--- src/rtl/adc_fmt_pkg.sv ---
package adc_fmt_pkg;

    localparam int OFS_W = 16;

    typedef struct packed {
        logic             fmt_en;
        logic             ob_sel;
        logic             sext_en;
        logic             dc_en;
        logic [OFS_W-1:0] dc_ofs;
    } fmt_ctrl_t;

    typedef enum logic {
        PAD_ZERO = 1'b0,
        PAD_SIGN = 1'b1
    } pad_mode_e;

endpackage

--- src/rtl/adc_fmt_conv.sv ---
module adc_fmt_conv
    import adc_fmt_pkg::*;
#(
    parameter int SAMPLE_W = 12
) (
    input  logic                clk,
    input  logic                rst_n,
    input  logic                in_valid,
    input  logic [SAMPLE_W-1:0] in_data,
    input  fmt_ctrl_t           ctrl,
    output logic                cv_valid,
    output logic [SAMPLE_W-1:0] cv_data,
    output pad_mode_e           cv_pad,
    output logic                cv_dc_on,
    output logic [OFS_W-1:0]    cv_ofs
);

    logic                flip_msb;
    logic [SAMPLE_W-1:0] conv;
    pad_mode_e           pad_next;

    always_comb begin
        flip_msb = ctrl.fmt_en & ctrl.ob_sel;
        conv     = {in_data[SAMPLE_W-1] ^ flip_msb, in_data[SAMPLE_W-2:0]};
        pad_next = (ctrl.fmt_en && !ctrl.ob_sel && ctrl.sext_en) ? PAD_SIGN : PAD_ZERO;
    end

    always_ff @(posedge clk or negedge rst_n) begin
        if (!rst_n) begin
            cv_valid <= 1'b0;
            cv_data  <= '0;
            cv_pad   <= PAD_ZERO;
            cv_dc_on <= 1'b0;
            cv_ofs   <= '0;
        end else begin
            cv_valid <= in_valid;
            if (in_valid) begin
                cv_data  <= conv;
                cv_pad   <= pad_next;
                cv_dc_on <= ctrl.dc_en && (ctrl.dc_ofs != '0);
                cv_ofs   <= ctrl.dc_ofs;
            end
        end
    end

endmodule

--- src/rtl/adc_ofs_sat.sv ---
module adc_ofs_sat
    import adc_fmt_pkg::*;
#(
    parameter int SAMPLE_W = 12,
    parameter int OUT_W    = 16
) (
    input  logic                clk,
    input  logic                rst_n,
    input  logic                cv_valid,
    input  logic [SAMPLE_W-1:0] cv_data,
    input  pad_mode_e           cv_pad,
    input  logic                cv_dc_on,
    input  logic [OFS_W-1:0]    cv_ofs,
    output logic                out_valid,
    output logic [OUT_W-1:0]    out_data
);

    localparam int WIDE_W = (SAMPLE_W > OFS_W) ? SAMPLE_W : OFS_W;
    localparam int SUM_W  = WIDE_W + 1;
    localparam int PAD_W  = OUT_W - SAMPLE_W;
    localparam logic signed [SUM_W-1:0] SAT_HI = SUM_W'((64'sd1 <<< (SAMPLE_W - 1)) - 64'sd1);
    localparam logic signed [SUM_W-1:0] SAT_LO = ~SAT_HI;

    logic signed [SUM_W-1:0] smp_w, ofs_w, sum_w, clamp_w;
    logic [SAMPLE_W-1:0]     res;
    logic [OUT_W-1:0]        word;

    always_comb begin
        smp_w = SUM_W'(signed'(cv_data));
        ofs_w = SUM_W'(signed'(cv_ofs));
        sum_w = cv_dc_on ? (smp_w + ofs_w) : smp_w;
        if (sum_w > SAT_HI)      clamp_w = SAT_HI;
        else if (sum_w < SAT_LO) clamp_w = SAT_LO;
        else                     clamp_w = sum_w;
        res = clamp_w[SAMPLE_W-1:0];
    end

    generate
        if (PAD_W > 0) begin : g_pad
            logic [PAD_W-1:0] pad_bits;
            always_comb begin
                unique case (cv_pad)
                    PAD_SIGN: pad_bits = {PAD_W{res[SAMPLE_W-1]}};
                    PAD_ZERO: pad_bits = '0;
                    default:  pad_bits = '0;
                endcase
                word = {pad_bits, res};
            end
        end else begin : g_nopad
            always_comb word = res;
        end
    endgenerate

    always_ff @(posedge clk or negedge rst_n) begin
        if (!rst_n) begin
            out_valid <= 1'b0;
            out_data  <= '0;
        end else begin
            out_valid <= cv_valid;
            if (cv_valid) out_data <= word;
        end
    end

endmodule

--- src/rtl/adc_sample_fmt.sv ---
module adc_sample_fmt
    import adc_fmt_pkg::*;
#(
    parameter  int SAMPLE_W = 12,
    localparam int OUT_W    = ((SAMPLE_W + 7) / 8) * 8
) (
    input  logic                clk,
    input  logic                rst_n,
    input  logic                in_valid,
    input  logic [SAMPLE_W-1:0] in_data,
    input  logic                fmt_en,
    input  logic                ob_sel,
    input  logic                sext_en,
    input  logic                dc_en,
    input  logic [15:0]         dc_ofs,
    output logic                out_valid,
    output logic [OUT_W-1:0]    out_data
);

    fmt_ctrl_t           ctrl;
    logic                cv_valid;
    logic [SAMPLE_W-1:0] cv_data;
    pad_mode_e           cv_pad;
    logic                cv_dc_on;
    logic [OFS_W-1:0]    cv_ofs;

    always_comb begin
        ctrl.fmt_en  = fmt_en;
        ctrl.ob_sel  = ob_sel;
        ctrl.sext_en = sext_en;
        ctrl.dc_en   = dc_en;
        ctrl.dc_ofs  = dc_ofs;
    end

    adc_fmt_conv #(.SAMPLE_W(SAMPLE_W)) u_conv (
        .clk      (clk),
        .rst_n    (rst_n),
        .in_valid (in_valid),
        .in_data  (in_data),
        .ctrl     (ctrl),
        .cv_valid (cv_valid),
        .cv_data  (cv_data),
        .cv_pad   (cv_pad),
        .cv_dc_on (cv_dc_on),
        .cv_ofs   (cv_ofs)
    );

    adc_ofs_sat #(.SAMPLE_W(SAMPLE_W), .OUT_W(OUT_W)) u_ofs (
        .clk       (clk),
        .rst_n     (rst_n),
        .cv_valid  (cv_valid),
        .cv_data   (cv_data),
        .cv_pad    (cv_pad),
        .cv_dc_on  (cv_dc_on),
        .cv_ofs    (cv_ofs),
        .out_valid (out_valid),
        .out_data  (out_data)
    );

endmodule

--- config.mk ---
export PLATFORM = sky130hd
export DESIGN_NAME = adc_sample_fmt
export DESIGN_NICKNAME = d
export VERILOG_FILES = /design/src/rtl/adc_fmt_pkg.sv /design/src/rtl/adc_fmt_conv.sv /design/src/rtl/adc_ofs_sat.sv /design/src/rtl/adc_sample_fmt.sv
export SDC_FILE = /design/constraint.sdc
export NUM_CORES = 1
export LEC_CHECK = 0
export CORE_MARGIN = 2
export CORE_UTILIZATION = 53
export DETAILED_ROUTE_END_ITERATION = 7
export PLACE_DENSITY = 0.89
export SKIP_LAST_GASP = 1
export SYNTH_ARGS = -nofsm -noshare
export SYNTH_HDL_FRONTEND = slang
export SYNTH_SLANG_ARGS = --single-unit
--- constraint.sdc ---
create_clock -name clk -period 3 [get_ports clk]
set_input_delay 0.3 -clock clk [delete_from_list [all_inputs] [get_ports clk]]
set_output_delay 0.3 -clock clk [all_outputs]
set_load 0.05 [all_outputs]
# Word-level counts from Yosys, hierarchy flattened
# Index checks and enable logic that the tools add are counted.
[totals] reg_bits=48 out_inout_bits=17 input_bits=35
[op_classes] muxes=5 n_bitwise=3 n_addsub=1 n_reduce_logical=5 order_cmp=2
[op_table] cell="2-to-1 mux 12 bit" count=2
[op_table] cell="adder 12 x 16 -> 17 bit" count=1
[op_table] cell="> comparator 17 x 12 -> 1 bit (second input constant)" count=1
[op_table] cell="less-than comparator 17 x 12 -> 1 bit (second input constant)" count=1
[op_table] cell="2-to-1 mux 17 bit" count=1
[op_table] cell="nonzero test 16 bit" count=1
[op_table] cell="case mux 4 bit (2 select lines)" count=1
[op_table] cell="logical AND 1 bit" count=3
[op_table] cell="bitwise AND 1 bit" count=1
[op_table] cell="zero test 1 bit" count=1
[op_table] cell="2-to-1 mux 1 bit" count=1
[op_table] cell="NOT 1 bit" count=1
[op_table] cell="XOR 1 bit" count=1

# Longest topological paths before layout
# Gate-level depths: netlist of the first run.
[logic_depth] ltp_word=6 depth_mapped=11 ltp_nobuf=11

# Modules after synthesis
# A second synthesis of the first run with hierarchy kept.
[hier_totals] hier_cells=271 hier_area_um2=2870.3
[by_module_without_submodules] module="adc_ofs_sat" cells_per_inst=195 area_each_um2=1635.3 instances=1
[by_module_without_submodules] module="adc_fmt_conv" cells_per_inst=76 area_each_um2=1234.9 instances=1

# Least setup slack after synthesis of the first run
# No wires, ideal clock.
[synth_path] path_kind="flip-flop to flip-flop" from="reg u_conv.cv_data[0]" to="reg u_ofs.out_data[10]" required_time_ns=2.904 setup_time_ns=0.096 setup_slack_ns=0.400 t_arrival_ns=2.504 path_buffers=0 stages_incl_launch_ff=12 path_cell_list="dfrtp_1 > ha_1 > inv_1 > fa_1 > nand2b_1 > a21oi_2 > o2111a_1 > o21ai_1 > mux2_2 > nor4b_4 > nor3_2 > a311oi_2"
[synth_via] elab_chain_cells=5 word_cells_on_any_way=6 classes_between="1 x add/sub; 2 x order compare; 3 x mux"
[synth_lines] element="from (decl)" line="adc_fmt_conv.sv:12" rtl="output logic [SAMPLE_W-1:0] cv_data,"
[synth_lines] element="from (signal assigned)" line="adc_fmt_conv.sv:38" rtl="cv_data <= conv;"
[synth_lines] element="adder 12 x 16 -> 17 bit" line="adc_ofs_sat.sv:31" rtl="sum_w = cv_dc_on ? (smp_w + ofs_w) : smp_w;"
[synth_lines] element="2-to-1 mux 17 bit (*)" line="adc_ofs_sat.sv:31"
[synth_lines] element="less-than comparator 17 x 12 -> 1 bit" line="adc_ofs_sat.sv:33" rtl="else if (sum_w < SAT_LO) clamp_w = SAT_LO;"
[synth_lines] element="2-to-1 mux 12 bit" line="adc_ofs_sat.sv:33"
[synth_lines] element="2-to-1 mux 12 bit (*)" line="adc_ofs_sat.sv:32" rtl="if (sum_w > SAT_HI) clamp_w = SAT_HI;"
[synth_lines] element="to (signal assigned)" line="adc_ofs_sat.sv:60" rtl="if (cv_valid) out_data <= word;"
[synth_lines] element="to (decl)" line="adc_ofs_sat.sv:15" rtl="output logic [OUT_W-1:0] out_data"
# Mark *: on every way between the ends. The rest lies on a longest branch, timed or not.
# A chain may end at the register's enable or synchronous reset.

# Worst setup path after layout of the first run
[layout_path] from="reg u_conv.cv_data[11]" to="reg u_ofs.out_data[7]"
# The elaborated chain is that of the path after synthesis.

==> implementation parameters, run 1 <==
Parameter                              Value

Final layout
  Area of combinational cells with multiple inputs ... 1583 um^2
  Area overhead of the layout relative to synthesis ... 22.61%
  Filler cells ... 426
  Most common cell after layout, fill and taps aside ... sky130_fd_sc_hd__clkdlybuf4s50_1
  Sequential Area ... 1126 um^2
  Fraction of layout instances using a drive strength above 1 ... 19.06%
  # diodes ... 0
  Nets ... 371
  Finished layout cell area ... 3461 um^2
  Highest-count cells in the layout ignoring fill and taps ... sky130_fd_sc_hd__clkdlybuf4s50_1 (50), sky130_fd_sc_hd__dfrtp_1 (45), sky130_fd_sc_hd__mux2_2 (27)
  Finished Core Util ... 67.33%

Route
  Vias per inst ... 5.823
  Number of routed nets with antenna violations ... 0
  DR WL/cell ... 16.05 um
  Number of DRC violations after detailed routing ... 0
  Number of DRC markers after the initial detailed-route iteration ... 136
  Overall routed net length ... 6261 um
  Overall via count from detail_route ... 2,271
  First-pass iteration count of the detailed router ... 5

Die
  Num rows ... 26
  Starting density of the core ... 54.92%
  Die area ... 5926 um^2
  Die outline height ... 76.98 um
  Area of the core ... 5140 um^2
  I/O pin cnt ... 52
  DIE WIDTH ... 76.98 um

Pwr
  Cell internal power dissipation ... 1.281 mW
  Clk network pwr share ... 16.6%
  Proportion of power drawn by combinational gates ... 47.5%
  Switching part of the total ... 41.02%
  Power Density ... 627.7 nW/um^2
  Sequential fraction of design power ... 35.9%
  Total leakage power ... 1.437 nW
  Max VDD drop ... 0.3426 mV
  P_sw ... 0.8910 mW

Yosys
  Synthesized netlist cell count ... 273
  Synth cell types ... 56
  Synth warnings ... 0
  Number of enable-type register cells in the synthesized netlist ... 0
  Leading register cell type out of synthesis ... sky130_fd_sc_hd__dfrtp_1
  Synthesized area per cell ... 10.34 um^2
  Sequential-to-total area share from yosys stat ... 39.89%
  Seq cells post-synth ... 45
  Post-Syn Area ... 2823 um^2
  Total nets after synthesis ... 325
  Synth async-reset ratio ... 100.0%

STA
  Final Cycle Share ... 95.93%
  Number of max-slew violations in the final report ... 0
  Worst slew margin relative to its limit ... 36.20%
  Max frequency ... 0.3475 GHz
  Final worst slack ... 0.1221 ns
  RSZ-0062 raised after global routing ... yes
  Count of final hold-check violations ... 0
  Shortest period the worst path allows ... 2.878 ns
  Fin Clk Skew ... 0.004976 ns
  Total setup violations reported at the end of the flow ... 0
  Final sum of negative setup slack ... 0 ns
  Tightest Pin Transition ... 0.9571 ns

Placed design
  Pre-CTS worst setup slack ... 0.1424 ns
  Port Buf Inserts ... 51
  HPWL after detailed placement ... 4859 um
  Cell area after placement ... 3354 um^2
  Placer Congestion ... 0.9028

Setup path
  Worst setup path class ... register to register
  Largest delay share family, worst path ... compound AO/OA/AOI/OAI gates
  Crit-path slowest cell ... sky130_fd_sc_hd__dfrtp_1
  Worst Setup End Kind ... register
  Startpoint of the lowest-slack register-to-register path ... u_conv.cv_data[11]$_DFFE_PN0P_
  Critical Path Source ... u_conv.cv_data[11]$_DFFE_PN0P_
  Data required time at the worst endpoint ... 3.20 ns
  Crit start category ... register
  Data arrival time of the critical path ... 3.08 ns
  Crit-path max cell delay ... 0.47 ns
  WP buf/inv ... 0
  CP Max Fanout ... 7
  Worst-path cell chain ... ha_1, a21oi_1, nor2b_2, o21ai_0, o21ai_1, mux2_2, nor4b_4, nor3_2, a311oi_2

Global route
  Number of antenna violations at the first check in global routing ... 0
  Total congestion overflow after global routing ... 0
  Pin count of the biggest net entering global routing ... 46
  Overall fraction of global-route tracks in use ... 21.92%
  Number of global-route vias before repair ... 2,222
  First-pass GRT wire length ... 10,490 um

Clocking
  Clock Tree Root ... sky130_fd_sc_hd__clkbuf_8
  TritonCTS clock tree ... built
  Sinks on the clock net ... 45
  Clock insertion delay at the later pin of the skew report ... 0.29 ns
  Total clock buffers created by CTS ... 5
  Clock transition at path regs ... 0.08 ns
  Number of buffers on the longest clock path ... 2
  # H-tree levels ... 2
  Post-CTS Repair Setup Buffers ... 0

Run status
  Result of the run ... finished, final reports clean

Job
  Max capacitance violation total ... 0

Min path
  Type of the tightest min-delay check ... primary input to asynchronous set/reset pin
## state kept, by name (all words and copies together) (netlist names)
register / cells
u_conv.cv_valid: 1
u_conv.cv_ofs: 16
u_conv.cv_data: 12
u_conv.cv_pad: 1
u_ofs.out_data: 13
u_conv.cv_dc_on: 1
u_ofs.out_valid: 1
## cell usage after synthesis, types with 2 or more instances
| library cell | count | area, um^2 |
|---|---|---|
| sky130_fd_sc_hd__nor3_1 | 3 | 15.01 |
| sky130_fd_sc_hd__a21oi_2 | 2 | 17.52 |
| sky130_fd_sc_hd__mux2_2 | 27 | 304.0 |
| sky130_fd_sc_hd__o211ai_2 | 3 | 37.54 |
| sky130_fd_sc_hd__nor2_1 | 19 | 71.32 |
| sky130_fd_sc_hd__o21ai_1 | 3 | 15.01 |
| sky130_fd_sc_hd__o221ai_1 | 5 | 43.79 |
| sky130_fd_sc_hd__xor2_1 | 4 | 35.03 |
| sky130_fd_sc_hd__nand2b_1 | 2 | 12.51 |
| sky130_fd_sc_hd__xnor2_1 | 8 | 70.07 |
| sky130_fd_sc_hd__nor2b_1 | 2 | 12.51 |
| sky130_fd_sc_hd__and3_1 | 2 | 12.51 |
| sky130_fd_sc_hd__a311oi_1 | 5 | 43.79 |
| sky130_fd_sc_hd__mux2i_1 | 5 | 50.05 |
| sky130_fd_sc_hd__o21ai_0 | 13 | 65.06 |
| sky130_fd_sc_hd__buf_1 | 2 | 7.510 |
| sky130_fd_sc_hd__nor4_1 | 4 | 25.02 |
| sky130_fd_sc_hd__buf_4 | 3 | 22.52 |
| sky130_fd_sc_hd__nand4_1 | 2 | 12.51 |
| sky130_fd_sc_hd__inv_1 | 17 | 63.81 |
| sky130_fd_sc_hd__o31ai_2 | 2 | 25.02 |
| sky130_fd_sc_hd__nand3_1 | 5 | 25.02 |
| sky130_fd_sc_hd__ha_1 | 16 | 200.2 |
| sky130_fd_sc_hd__clkbuf_1 | 6 | 22.52 |
| sky130_fd_sc_hd__dfrtp_1 | 45 | 1126 |
| sky130_fd_sc_hd__o211ai_1 | 4 | 30.03 |
| sky130_fd_sc_hd__a21oi_1 | 18 | 90.09 |
| sky130_fd_sc_hd__nand2_1 | 17 | 63.81 |
| sky130_fd_sc_hd__a211oi_1 | 2 | 15.01 |
## path summary, 6_finish.rpt
kind	to	slack, ns	cells after the start
worst max-delay path	u_ofs.out_data[7]$_DFFE_PN0P_	0.12	9
worst min-delay path	u_conv.cv_ofs[1]$_DFFE_PN0P_	0.15	1
worst max register to register	u_ofs.out_data[7]$_DFFE_PN0P_	0.12	9
worst min register to register	u_ofs.out_data[11]$_DFFE_PN0P_	0.51	1
max in group asynchronous	u_conv.cv_ofs[12]$_DFFE_PN0P_	2.26	1
min in group clk	u_ofs.out_data[11]$_DFFE_PN0P_	0.51	1
## repair_timing
action,4_1_cts,5_1_grt
gates resized for setup,0,5
hold buffers,0,0
setup endpoints to repair,0,10
## power by group through the flow
stage,Combinational [mW],Sequential [mW],Clock [mW]
3_3_place_gp,0.978,0.783,0
2_1_floorplan,0.548,0.959,0
6_report,1.03,0.781,0.360
4_1_cts,1.01,0.779,0.362
5_1_grt,1.11,0.797,0.398
3_5_place_dp,1.01,0.791,0
## metrics by stage
step                      hold WS, ns  power, mW  instances
after floorplan              0.004409      1.507        273
after global placement         0.4925      1.761        382
after detailed placement       0.5034      1.799        382
after CTS                      0.1909      2.154        390
after global routing           0.2358      2.304        390
final                          0.1515      2.172        390
## layer usage
metal	share of wire, %	global-route usage (%)	vias up	wire length, um
li1	-	-	1096	-
met1	45	30.29	1090	2822
met2	49	36.40	78	3043
met3	5.2	2.941	7	324
met4	1.1	6.071	0	70
met5	0	0	-	0
## area by class of cell
class / count / area share, %
inverter: 18 / 1.952
timing repair buffer: 52 / 14.82
tap: 70 / 2.531
clock buffer: 7 / 2.205
multi-input combinational: 197 / 45.73
clock inverter: 1 / 0.2169
sequential: 45 / 32.54
## kinds of logic (layout without fill, tap and decap cells)
group / Yosys count / after routing / share of synthesized area, %
compound gates: 74 / 74 / 19.95
simple gates: 62 / 62 / 11.26
flops: 45 / 45 / 39.89
mux: 32 / 32 / 12.54
buf+inv: 31 / 78 / 4.831
fa+ha+maj: 17 / 17 / 7.801
xor+xnor: 12 / 12 / 3.723
Power figures use the tool's default switching activity.
==> run 2: changes to the inputs <==
CTS_CLUSTER_DIAMETER = 40   (was unset)
CTS_CLUSTER_SIZE = 16   (was unset)
==> results of run 2 <==
Same layout as run 1: the final DEF is identical, and so are final timing and power.
==> run 3: changes to the inputs <==
CORE_UTILIZATION = 30   (was 53)
PLACE_DENSITY = 0.59   (was 0.89)
==> implementation parameters, run 3 (synthesized netlist as in run 1, its figures left out) <==
Parameter                              Value

Setup path
  Worst-path cell chain ... ha_1, inv_1, fa_1, nand2b_1, a21oi_2, o2111a_1, o21ai_1, mux2_2, nor4b_4, nor3_2, a311oi_2 (was ha_1, a21oi_1, nor2b_2, o21ai_0, o21ai_1, mux2_2, nor4b_4, nor3_2, a311oi_2)
  Data required time at the worst endpoint ... 3.22 ns (was 3.20 ns)
  CP Max Fanout ... 6 (was 7)
  Crit-path slowest cell ... sky130_fd_sc_hd__fa_1 (was sky130_fd_sc_hd__dfrtp_1)
  Worst setup path class ... register to register (unchanged)
  Reg2Reg Depth ... 11 (was 9)
  Worst Setup End Kind ... register (unchanged)
  Crit start category ... register (unchanged)
  Crit-path max cell delay ... 0.39 ns (was 0.47 ns)
  Data arrival time of the critical path ... 3.03 ns (was 3.08 ns)

Pwr
  Switching part of the total ... 39.21% (was 41.02%)
  Cell internal power dissipation ... 1.384 mW (was 1.281 mW)
  Total leakage power ... 1.457 nW (was 1.437 nW)
  P_sw ... 0.8929 mW (was 0.8910 mW)
  Power Density ... 644.1 nW/um^2 (was 627.7 nW/um^2)
  Total power after layout ... 2.277 mW (was 2.172 mW)
  Max VDD drop ... 0.2228 mV (was 0.3426 mV)
  Sequential fraction of design power ... 34.1% (was 35.9%)
  Proportion of power drawn by combinational gates ... 44.8% (was 47.5%)
  Clk network pwr share ... 21.1% (was 16.6%)

Route
  Overall via count from detail_route ... 2,184 (was 2,271)
  Overall routed net length ... 6543 um (was 6261 um)
  Number of DRC markers after the initial detailed-route iteration ... 139 (was 136)
  DR WL/cell ... 15.15 um (was 16.05 um)
  Number of DRC violations after detailed routing ... 0 (unchanged)
  First-pass iteration count of the detailed router ... 4 (was 5)
  Number of routed nets with antenna violations ... 0 (unchanged)
  Vias per inst ... 5.056 (was 5.823)

Clocking
  Total clock buffers created by CTS ... 5 (unchanged)
  Post-CTS Repair Setup Buffers ... 0 (unchanged)
  Clock transition at path regs ... 0.08 ns (about the same)
  TritonCTS clock tree ... built (unchanged)
  Clock Tree Root ... sky130_fd_sc_hd__clkbuf_8 (unchanged)
  Number of buffers on the longest clock path ... 2 (unchanged)
  # H-tree levels ... 2 (unchanged)
  Count of instances resized after the clock tree is built ... 0 (unchanged)
  Clock insertion delay at the later pin of the skew report ... 0.31 ns (was 0.29 ns)
  Sinks on the clock net ... 45 (unchanged)
  CTS Hold Bufs ... 0 (unchanged)

Final layout
  Area overhead of the layout relative to synthesis ... 25.27% (was 22.61%)
  Sequential Area ... 1126 um^2 (unchanged)
  Finished Core Util ... 38.45% (was 67.33%)
  Nets ... 372 (was 371)
  Most common cell after layout, fill and taps aside ... sky130_fd_sc_hd__clkdlybuf4s50_1 (unchanged)
  Fraction of layout instances using a drive strength above 1 ... 18.69% (was 19.06%)
  Regs by FF count ... u_conv.cv_ofs x16, u_ofs.out_data x13, u_conv.cv_data x12 (unchanged)
  # diodes ... 0 (unchanged)
  Area of combinational cells with multiple inputs ... 1567 um^2 (was 1583 um^2)
  Largest register by flop count ... u_conv.cv_ofs (unchanged)
  Max reg flops ... 16 (unchanged)
  Highest-count cells in the layout ignoring fill and taps ... sky130_fd_sc_hd__clkdlybuf4s50_1 (50), sky130_fd_sc_hd__dfrtp_1 (45), sky130_fd_sc_hd__mux2_2 (27) (unchanged)
  Number of standard cells in the final layout excluding fillers ... 432 (was 390)
  Finished layout cell area ... 3536 um^2 (was 3461 um^2)
  Filler cells ... 921 (was 426)

Placed design
  Placer Congestion ... 0.8359 (was 0.9028)
  Cell Count Post-Placement ... 424 (was 382)
  HPWL after detailed placement ... 4969 um (was 4859 um)
  Port Buf Inserts ... 51 (unchanged)
  Pre-CTS worst setup slack ... 0.1899 ns (was 0.1424 ns)
  Cell area after placement ... 3413 um^2 (was 3354 um^2)

STA
  RSZ-0062 raised after global routing ... yes (unchanged)
  Final sum of negative setup slack ... 0 ns (unchanged)
  Hold Worst Slack ... 0.1530 ns (was 0.1515 ns)
  Shortest period the worst path allows ... 2.809 ns (was 2.878 ns)
  Max frequency ... 0.3560 GHz (was 0.3475 GHz)
  Number of max-slew violations in the final report ... 0 (unchanged)
  Fin Clk Skew ... 0.004724 ns (was 0.004976 ns)
  Final worst slack ... 0.1912 ns (was 0.1221 ns)
  Final Cycle Share ... 93.63% (was 95.93%)
  Worst slew margin relative to its limit ... 34.33% (was 36.20%)
  Total setup violations reported at the end of the flow ... 0 (unchanged)
  Count of final hold-check violations ... 0 (unchanged)
  Tightest Pin Transition ... 0.9851 ns (was 0.9571 ns)

Global route
  First-pass GRT wire length ... 11,050 um (was 10,490 um)
  Number of antenna violations at the first check in global routing ... 0 (unchanged)
  Total congestion overflow after global routing ... 0 (unchanged)
  Pin count of the biggest net entering global routing ... 46 (unchanged)
  Number of global-route vias before repair ... 2,144 (was 2,222)
  Overall fraction of global-route tracks in use ... 13.83% (was 21.92%)

Job
  Max capacitance violation total ... 0 (unchanged)

Die
  Die area ... 10,200 um^2 (was 5926 um^2)
  Area of the core ... 9196 um^2 (was 5140 um^2)
  Num rows ... 35 (was 26)
  I/O pin cnt ... 52 (unchanged)
  Starting density of the core ... 30.69% (was 54.92%)
  Die outline height ... 101 um (was 76.98 um)
  DIE WIDTH ... 101 um (was 76.98 um)

Run status
  Result of the run ... finished, final reports clean (unchanged)

Min path
  Type of the tightest min-delay check ... primary input to asynchronous set/reset pin (unchanged)
-- run 3: layer usage --
metal | track usage (%) | up-vias | part of all wire [%]
li1 | - | 1094 | -
met1 | 20.54 | 1034 | 52
met2 | 19.69 | 52 | 42
met3 | 3.883 | 4 | 4.9
met4 | 3.430 | 0 | 0.87
met5 | 0 | - | 0
-- run 3: power by group through the flow --
stage	clock, mW	combinational [mW]	sequential [mW]
after floorplan	0	0.548	0.959
after global placement	0	1.01	0.788
after detailed placement	0	1.01	0.791
after CTS	0.493	1.02	0.779
after global routing	0.521	1.11	0.794
final	0.480	1.02	0.778
-- run 3: worst paths after layout --
check                                               startpoint                        endpoint  slack [ns]
worst min register to register  u_ofs.out_data[11]$_DFFE_PN0P_  u_ofs.out_data[11]$_DFFE_PN0P_        0.51
max in group asynchronous                                rst_n  u_conv.cv_data[10]$_DFFE_PN0P_        2.24
worst max-delay path             u_conv.cv_data[0]$_DFFE_PN0P_  u_ofs.out_data[10]$_DFFE_PN0P_        0.19
worst max register to register   u_conv.cv_data[0]$_DFFE_PN0P_  u_ofs.out_data[10]$_DFFE_PN0P_        0.19
min in group clk                u_ofs.out_data[11]$_DFFE_PN0P_  u_ofs.out_data[11]$_DFFE_PN0P_        0.51
worst min-delay path                                     rst_n       u_conv.cv_pad$_DFFE_PN0P_        0.15
-- run 3: final cells by class --
cell class / count / share of cell area, %
Tap cell: 111 / 3.928
Timing Repair Buffer: 53 / 14.72
Clock inverter: 1 / 0.8493
Sequential cell: 45 / 31.85
Clock buffer: 7 / 2.442
Inverter: 18 / 1.911
Multi-Input combinational cell: 197 / 44.30
-- run 3: critical path, delay by kind of cell, from the launching register on --
kind	cells	cell delay (ns)
compound gates	4	0.76
fa+ha+maj	2	0.59
flops	1	0.37
mux	1	0.33
simple gates	3	0.61
buf+inv	1	0.06
